**src/rtl/rtc_shadow_pkg.sv**
```systemverilog
package rtc_shadow_pkg;
  typedef enum logic [1:0] {
    ADDR_CTRL = 2'd0,
    ADDR_TIME = 2'd1,
    ADDR_TRIM = 2'd2
  } rtc_addr_e;

  localparam int CTRL_RD_BIT   = 0;
  localparam int CTRL_WR_BIT   = 1;
  localparam int CTRL_FAIL_BIT = 2;
  localparam int CTRL_BITS     = 3;
endpackage

```
**src/rtl/rtc_tick_sync.sv**
```systemverilog
module rtc_tick_sync #(
  parameter int STAGES = 2
) (
  input  logic clk,
  input  logic rst,
  input  logic tick_tgl,
  output logic tick_stb
);
  logic [STAGES-1:0] sync_q;
  logic              last_q;

  genvar gi;
  generate
    for (gi = 0; gi < STAGES; gi++) begin : g_stage
      if (gi == 0) begin : g_first
        always_ff @(posedge clk) begin
          if (rst) sync_q[gi] <= 1'b0;
          else     sync_q[gi] <= tick_tgl;
        end
      end else begin : g_next
        always_ff @(posedge clk) begin
          if (rst) sync_q[gi] <= 1'b0;
          else     sync_q[gi] <= sync_q[gi-1];
        end
      end
    end
  endgenerate

  always_ff @(posedge clk) begin
    if (rst) last_q <= 1'b0;
    else     last_q <= sync_q[STAGES-1];
  end

  assign tick_stb = sync_q[STAGES-1] ^ last_q;
endmodule

```
**src/rtl/rtc_freeze_ctrl.sv**
```systemverilog
module rtc_freeze_ctrl
  import rtc_shadow_pkg::*;
(
  input  logic                 clk,
  input  logic                 rst,
  input  logic                 tick_stb,
  input  logic                 ctrl_we,
  input  logic [CTRL_BITS-1:0] ctrl_wdata,
  input  logic                 count_err,
  output logic                 rd_frz,
  output logic                 wr_frz,
  output logic                 pending,
  output logic                 fail_flag,
  output logic                 reload_en,
  output logic                 commit_en
);
  assign reload_en = tick_stb & ~rd_frz & ~wr_frz & ~pending;
  assign commit_en = tick_stb & pending & ~wr_frz;

  always_ff @(posedge clk) begin
    if (rst) begin
      rd_frz  <= 1'b0;
      wr_frz  <= 1'b0;
      pending <= 1'b0;
    end else begin
      if (commit_en) pending <= 1'b0;
      if (ctrl_we) begin
        rd_frz <= ctrl_wdata[CTRL_RD_BIT];
        wr_frz <= ctrl_wdata[CTRL_WR_BIT];
        if (wr_frz && !ctrl_wdata[CTRL_WR_BIT]) pending <= 1'b1;
      end
    end
  end

  always_ff @(posedge clk) begin
    if (rst)                                        fail_flag <= 1'b0;
    else if (count_err)                             fail_flag <= 1'b1;
    else if (ctrl_we && !ctrl_wdata[CTRL_FAIL_BIT]) fail_flag <= 1'b0;
  end
endmodule

```
**src/rtl/rtc_shadow_bank.sv**
```systemverilog
module rtc_shadow_bank #(
  parameter int TIME_W = 32,
  parameter int P_W    = 17,
  parameter int Q_W    = 2
) (
  input  logic              clk,
  input  logic              rst,
  input  logic              reload_en,
  input  logic              commit_en,
  input  logic              wr_time_en,
  input  logic              wr_trim_en,
  input  logic [TIME_W-1:0] wdata_time,
  input  logic [P_W-1:0]    wdata_p,
  input  logic [Q_W-1:0]    wdata_q,
  input  logic [TIME_W-1:0] live_time,
  input  logic [P_W-1:0]    live_p,
  input  logic [Q_W-1:0]    live_q,
  output logic [TIME_W-1:0] shadow_time,
  output logic [P_W-1:0]    shadow_p,
  output logic [Q_W-1:0]    shadow_q,
  output logic              load_en,
  output logic [TIME_W-1:0] load_time,
  output logic [P_W-1:0]    load_p,
  output logic [Q_W-1:0]    load_q
);
  always_ff @(posedge clk) begin
    if (rst) begin
      shadow_time <= '0;
      shadow_p    <= '0;
      shadow_q    <= '0;
    end else if (reload_en) begin
      shadow_time <= live_time;
      shadow_p    <= live_p;
      shadow_q    <= live_q;
    end else begin
      if (wr_time_en) shadow_time <= wdata_time;
      if (wr_trim_en) begin
        shadow_p <= wdata_p;
        shadow_q <= wdata_q;
      end
    end
  end

  always_ff @(posedge clk) begin
    if (rst) begin
      load_en   <= 1'b0;
      load_time <= '0;
      load_p    <= '0;
      load_q    <= '0;
    end else begin
      load_en <= commit_en;
      if (commit_en) begin
        load_time <= shadow_time;
        load_p    <= shadow_p;
        load_q    <= shadow_q;
      end
    end
  end
endmodule

```
**src/rtl/rtc_shadow_sync.sv**
```systemverilog
module rtc_shadow_sync
  import rtc_shadow_pkg::*;
#(
  parameter int DATA_W      = 32,
  parameter int TIME_W      = 32,
  parameter int P_W         = 17,
  parameter int Q_W         = 2,
  parameter int SYNC_STAGES = 2
) (
  input  logic              clk,
  input  logic              rst,
  input  logic              reg_we,
  input  logic [1:0]        reg_addr,
  input  logic [DATA_W-1:0] reg_wdata,
  output logic [DATA_W-1:0] reg_rdata,
  input  logic              tick_tgl,
  input  logic [TIME_W-1:0] live_time,
  input  logic [P_W-1:0]    live_p,
  input  logic [Q_W-1:0]    live_q,
  input  logic              count_err,
  output logic              load_en,
  output logic [TIME_W-1:0] load_time,
  output logic [P_W-1:0]    load_p,
  output logic [Q_W-1:0]    load_q
);
  localparam int TRIM_W = P_W + Q_W;

  logic              tick_stb;
  logic              rd_frz, wr_frz, pending, fail_flag;
  logic              reload_en, commit_en;
  logic              ctrl_we, wr_time_en, wr_trim_en;
  logic [TIME_W-1:0] shadow_time;
  logic [P_W-1:0]    shadow_p;
  logic [Q_W-1:0]    shadow_q;
  logic [DATA_W-1:0] rd_mux;

  assign ctrl_we    = reg_we && (reg_addr == ADDR_CTRL);
  assign wr_time_en = reg_we && (reg_addr == ADDR_TIME) && wr_frz;
  assign wr_trim_en = reg_we && (reg_addr == ADDR_TRIM) && wr_frz;

  rtc_tick_sync #(.STAGES(SYNC_STAGES)) u_tick (
    .clk(clk), .rst(rst), .tick_tgl(tick_tgl), .tick_stb(tick_stb)
  );

  rtc_freeze_ctrl u_ctrl (
    .clk(clk), .rst(rst), .tick_stb(tick_stb), .ctrl_we(ctrl_we),
    .ctrl_wdata(reg_wdata[CTRL_BITS-1:0]), .count_err(count_err),
    .rd_frz(rd_frz), .wr_frz(wr_frz), .pending(pending),
    .fail_flag(fail_flag), .reload_en(reload_en), .commit_en(commit_en)
  );

  rtc_shadow_bank #(.TIME_W(TIME_W), .P_W(P_W), .Q_W(Q_W)) u_bank (
    .clk(clk), .rst(rst), .reload_en(reload_en), .commit_en(commit_en),
    .wr_time_en(wr_time_en), .wr_trim_en(wr_trim_en),
    .wdata_time(reg_wdata[TIME_W-1:0]),
    .wdata_p(reg_wdata[TRIM_W-1:Q_W]), .wdata_q(reg_wdata[Q_W-1:0]),
    .live_time(live_time), .live_p(live_p), .live_q(live_q),
    .shadow_time(shadow_time), .shadow_p(shadow_p), .shadow_q(shadow_q),
    .load_en(load_en), .load_time(load_time), .load_p(load_p), .load_q(load_q)
  );

  always_comb begin
    rd_mux = '0;
    case (reg_addr)
      ADDR_CTRL: begin
        rd_mux[CTRL_RD_BIT]   = rd_frz;
        rd_mux[CTRL_WR_BIT]   = wr_frz | pending;
        rd_mux[CTRL_FAIL_BIT] = fail_flag;
      end
      ADDR_TIME: rd_mux = DATA_W'(shadow_time);
      ADDR_TRIM: rd_mux = DATA_W'({shadow_p, shadow_q});
      default:   rd_mux = '0;
    endcase
  end

  always_ff @(posedge clk) begin
    if (rst) reg_rdata <= '0;
    else     reg_rdata <= rd_mux;
  end
endmodule

```
**config.mk**
```make
export PLATFORM = sky130hd
export DESIGN_NAME = rtc_shadow_sync
export DESIGN_NICKNAME = d
export VERILOG_FILES = /design/src/rtl/rtc_shadow_pkg.sv /design/src/rtl/rtc_tick_sync.sv /design/src/rtl/rtc_freeze_ctrl.sv /design/src/rtl/rtc_shadow_bank.sv /design/src/rtl/rtc_shadow_sync.sv
export SDC_FILE = /design/constraint.sdc
export NUM_CORES = 1
export LEC_CHECK = 0
export ABC_AREA = 1
export BUFFER_PORTS_ARGS = -buffer_cell sky130_fd_sc_hd__buf_2
export CAP_MARGIN = 30
export CORE_ASPECT_RATIO = 0.5
export CORE_MARGIN = 5
export CORE_UTILIZATION = 51
export DETAILED_ROUTE_END_ITERATION = 16
export GPL_TIMING_DRIVEN = 0
export PLACE_DENSITY = 0.79
export SYNTH_ARGS = -nofsm -noshare
export SYNTH_HDL_FRONTEND = slang
export SYNTH_HIERARCHICAL = 1
export SYNTH_SLANG_ARGS = --single-unit
```
**constraint.sdc**
```tcl
create_clock -name clk -period 2.2 [get_ports clk]
set_input_delay 0.66 -clock clk [delete_from_list [all_inputs] [get_ports clk]]
set_output_delay 0.66 -clock clk [all_outputs]
set_load 0.02 [all_outputs]
```
==> impl_metrics.toml <==
[sta]
fin_crit_sh_pct = 95.0
relSlewSlack_pct = 48.7
hold_viol = 0
layout_min_cycle_time_ps = 2090
finClkSkew_ps = 8.70
max_freq_ghz = 0.478
rsz0062_at_grt = "no"
fin_ws_ps = 109
slew_violations = 0
setup_violations = 0
tightest_slew_ps = 767

[min_path]
min_from = "u_tick/sync_q[0]"
hp-class = "reg2reg"

[finish]
antenna_cells = 0
final_area_um2 = 7440
layout_common_cells = "nand2_1 (224), buf_2 (189), dfxtp_1 (142)"
area_growth_pct = 30.1
multi_input_area_um2 = 2330
regArea_um2 = 2840
fillCellCount = 933
layout-drive-gt1-share_pct = 25.1
final_common_cell = "nand2_1"
nNetsFinal = 1086

[clock_tree]
clock-sinks = 142
clockBufferDepth = 2
htree_num_levels = 4
cts.clk_slew.worst_paths_ps = 60
insertion_delay_ps = 410
cts_made_buffers = 17
root_buffer = "clkbuf_16"
hold_buffers = 0
cts_tree = "done"
post_cts_buffers = 0

[setup_path]
crit_start = "u_tick/sync_q[1]"
critPathArrivalTime_ps = 2390
regToRegStartpoint = "u_tick/sync_q[1]"
worstReg2RegEnd = "u_bank/load_time[5]"
worstPathRequired_ps = 2500
end_kind = "register"
cp-start-kind = "register"
r2r_setup_slack_ps = 110
crit_end = "u_bank/load_time[5]"
critPathKind = "reg2reg"
crit_fanout = 10
rr_worst_depth = 9

[floorplanning]
start_util_pct = 52.1
fp.dieH_um = 84.9
pin_count = 174
coreArea_um2 = 11000
dieArea_um2 = 13600
die_w_um = 160
rows = 27

[synth]
syn-cell-area_um2 = 5720
synthArstFlopShare_pct = 0
yosys_warnings = 6
synth_cell_types = 21
seq_area_frac_synth_pct = 49.7
avgSynthCellArea_um2 = 7.15
synthFlopType = "dfxtp_1"
synthCells = 800
synth-seq-cells = 142
synth.net_count = 894
synth_edf_count = 0

[detailed_routing]
drt-initial-drc-count = 511
routed_wl_um = 17400
via_per_inst = 5.07
vias = 5826
first_pass_iters = 5
drc = 0
ant_nets = 0
wl_per_cell_um = 15.1

[pwr]
power.density_nw_per_um2 = 852
vdd_ir_drop_max_mv = 0.561
p_leak_nw = 4.07

[placement]
gp_congestion = 0.920
io_buffers = 173
placed_cell_area_um2 = 6760
dp_hpwl_um = 12500
place_ws_ps = -324

[run]
maxCapViolations = 0

[global_routing]
grt_max_degree = 17
grt_overflow = 0
grt_pass1_wl_um = 27900
antenna_found_initial = 0
grt_pass1_vias = 5768
grt_usage_pct = 25.6

[status]
status = "complete, no violations"
-- critical path, stage by stage, from the launching register on --
cell and delay, ps:
dfxtp_1 310, inv_1 80, nand2_1 50, nand2_1 80, nand2_1 50, nor2_1 590
inv_2 230, clkbuf_1 300, nor2_1 210, nor2_1 70
-- routing by layer --
layer / global-route usage (%) / part of all wire, %
met1: 33.6 / 43
met2: 41.8 / 46
met3: 5.92 / 9.5
met4: 9.69 / 1.5
met5: 0 / 0
-- power by group --
| part | switching (mW) | total (mW) | internal (mW) |
|---|---|---|---|
| Clock | 1.07 | 3.21 | 2.14 |
| Combinational | 0.286 | 0.455 | 0.169 |
| Sequential | 0.0450 | 2.67 | 2.63 |
-- worst min path at each step --
stage | to | cells after the start
after global placement | u_tick/sync_q[1] | 2
after floorplan | u_tick/sync_q[1] | 2
final | u_tick/sync_q[1] | 2
after detailed placement | u_tick/sync_q[1] | 2
after global routing | u_tick/sync_q[1] | 2
after CTS | u_tick/sync_q[1] | 2
-- state kept, by name, summed over array words and instances, names as in the netlist --
register            cells
u_bank/load_en          1
u_ctrl/rd_frz           1
u_bank/shadow_q         2
u_bank/shadow_p        17
u_bank/load_p          17
u_ctrl/wr_frz           1
u_ctrl/fail_flag        1
u_tick/sync_q           2
u_bank/shadow_time     32
u_bank/load_q           2
reg_rdata              32
u_ctrl/pending          1
u_tick/last_q           1
u_bank/load_time       32
-- area by class of cell --
class	count	area share (%)
Sequential cell	142	38.2
Multi-Input combinational cell	535	31.3
Timing Repair Buffer	173	11.6
Clock buffer	23	6.56
Buffer	51	3.80
Inverter	72	3.63
Tap cell	145	2.44
Clock inverter	9	2.42
-- through the flow --
step | util, % | setup TNS [ps] | hold WS [ps] | cells | power (mW)
after floorplan | - | 0 | 388 | 800 | 2.97
after global placement | 61.6 | -10230 | 392 | 1118 | 3.16
after detailed placement | 61.6 | -12140 | 400 | 1118 | 3.17
after CTS | 67.7 | 0 | 409 | 1150 | 6.36
after global routing | 67.7 | 0 | 438 | 1150 | 6.56
final | 67.7 | 0 | 413 | 1150 | 6.34
-- Yosys cell counts, types with 2 or more instances --
cell,instances,share of area [%]
ha_1,4,0.88
nand2_1,224,15
buf_2,16,1.4
buf_1,4,0.26
inv_1,69,4.5
nor2_2,9,0.98
buf_4,6,0.79
nor2_4,2,0.39
inv_2,3,0.20
buf_6,6,1.2
nor2_1,117,7.7
clkbuf_1,19,1.2
dfxtp_1,142,50
nand3_1,105,9.2
o21ai_1,50,4.4
a21oi_1,19,1.7
-- timing repair --
item / 4_1_cts / 5_1_grt
gates resized for setup: 0 / 7
setup endpoints to repair: 0 / 30
hold endpoints to repair: 0 / 0
-- kinds of logic after synthesis --
logic type,synth area share (%)
AOI/OAI and AO/OA,6.28
adders and majority gates,0.876
buffers and inverters,9.61
DFF,49.7
and+or+nand+nor,33.5
Note: power is estimated with default switching activity, not from simulation.
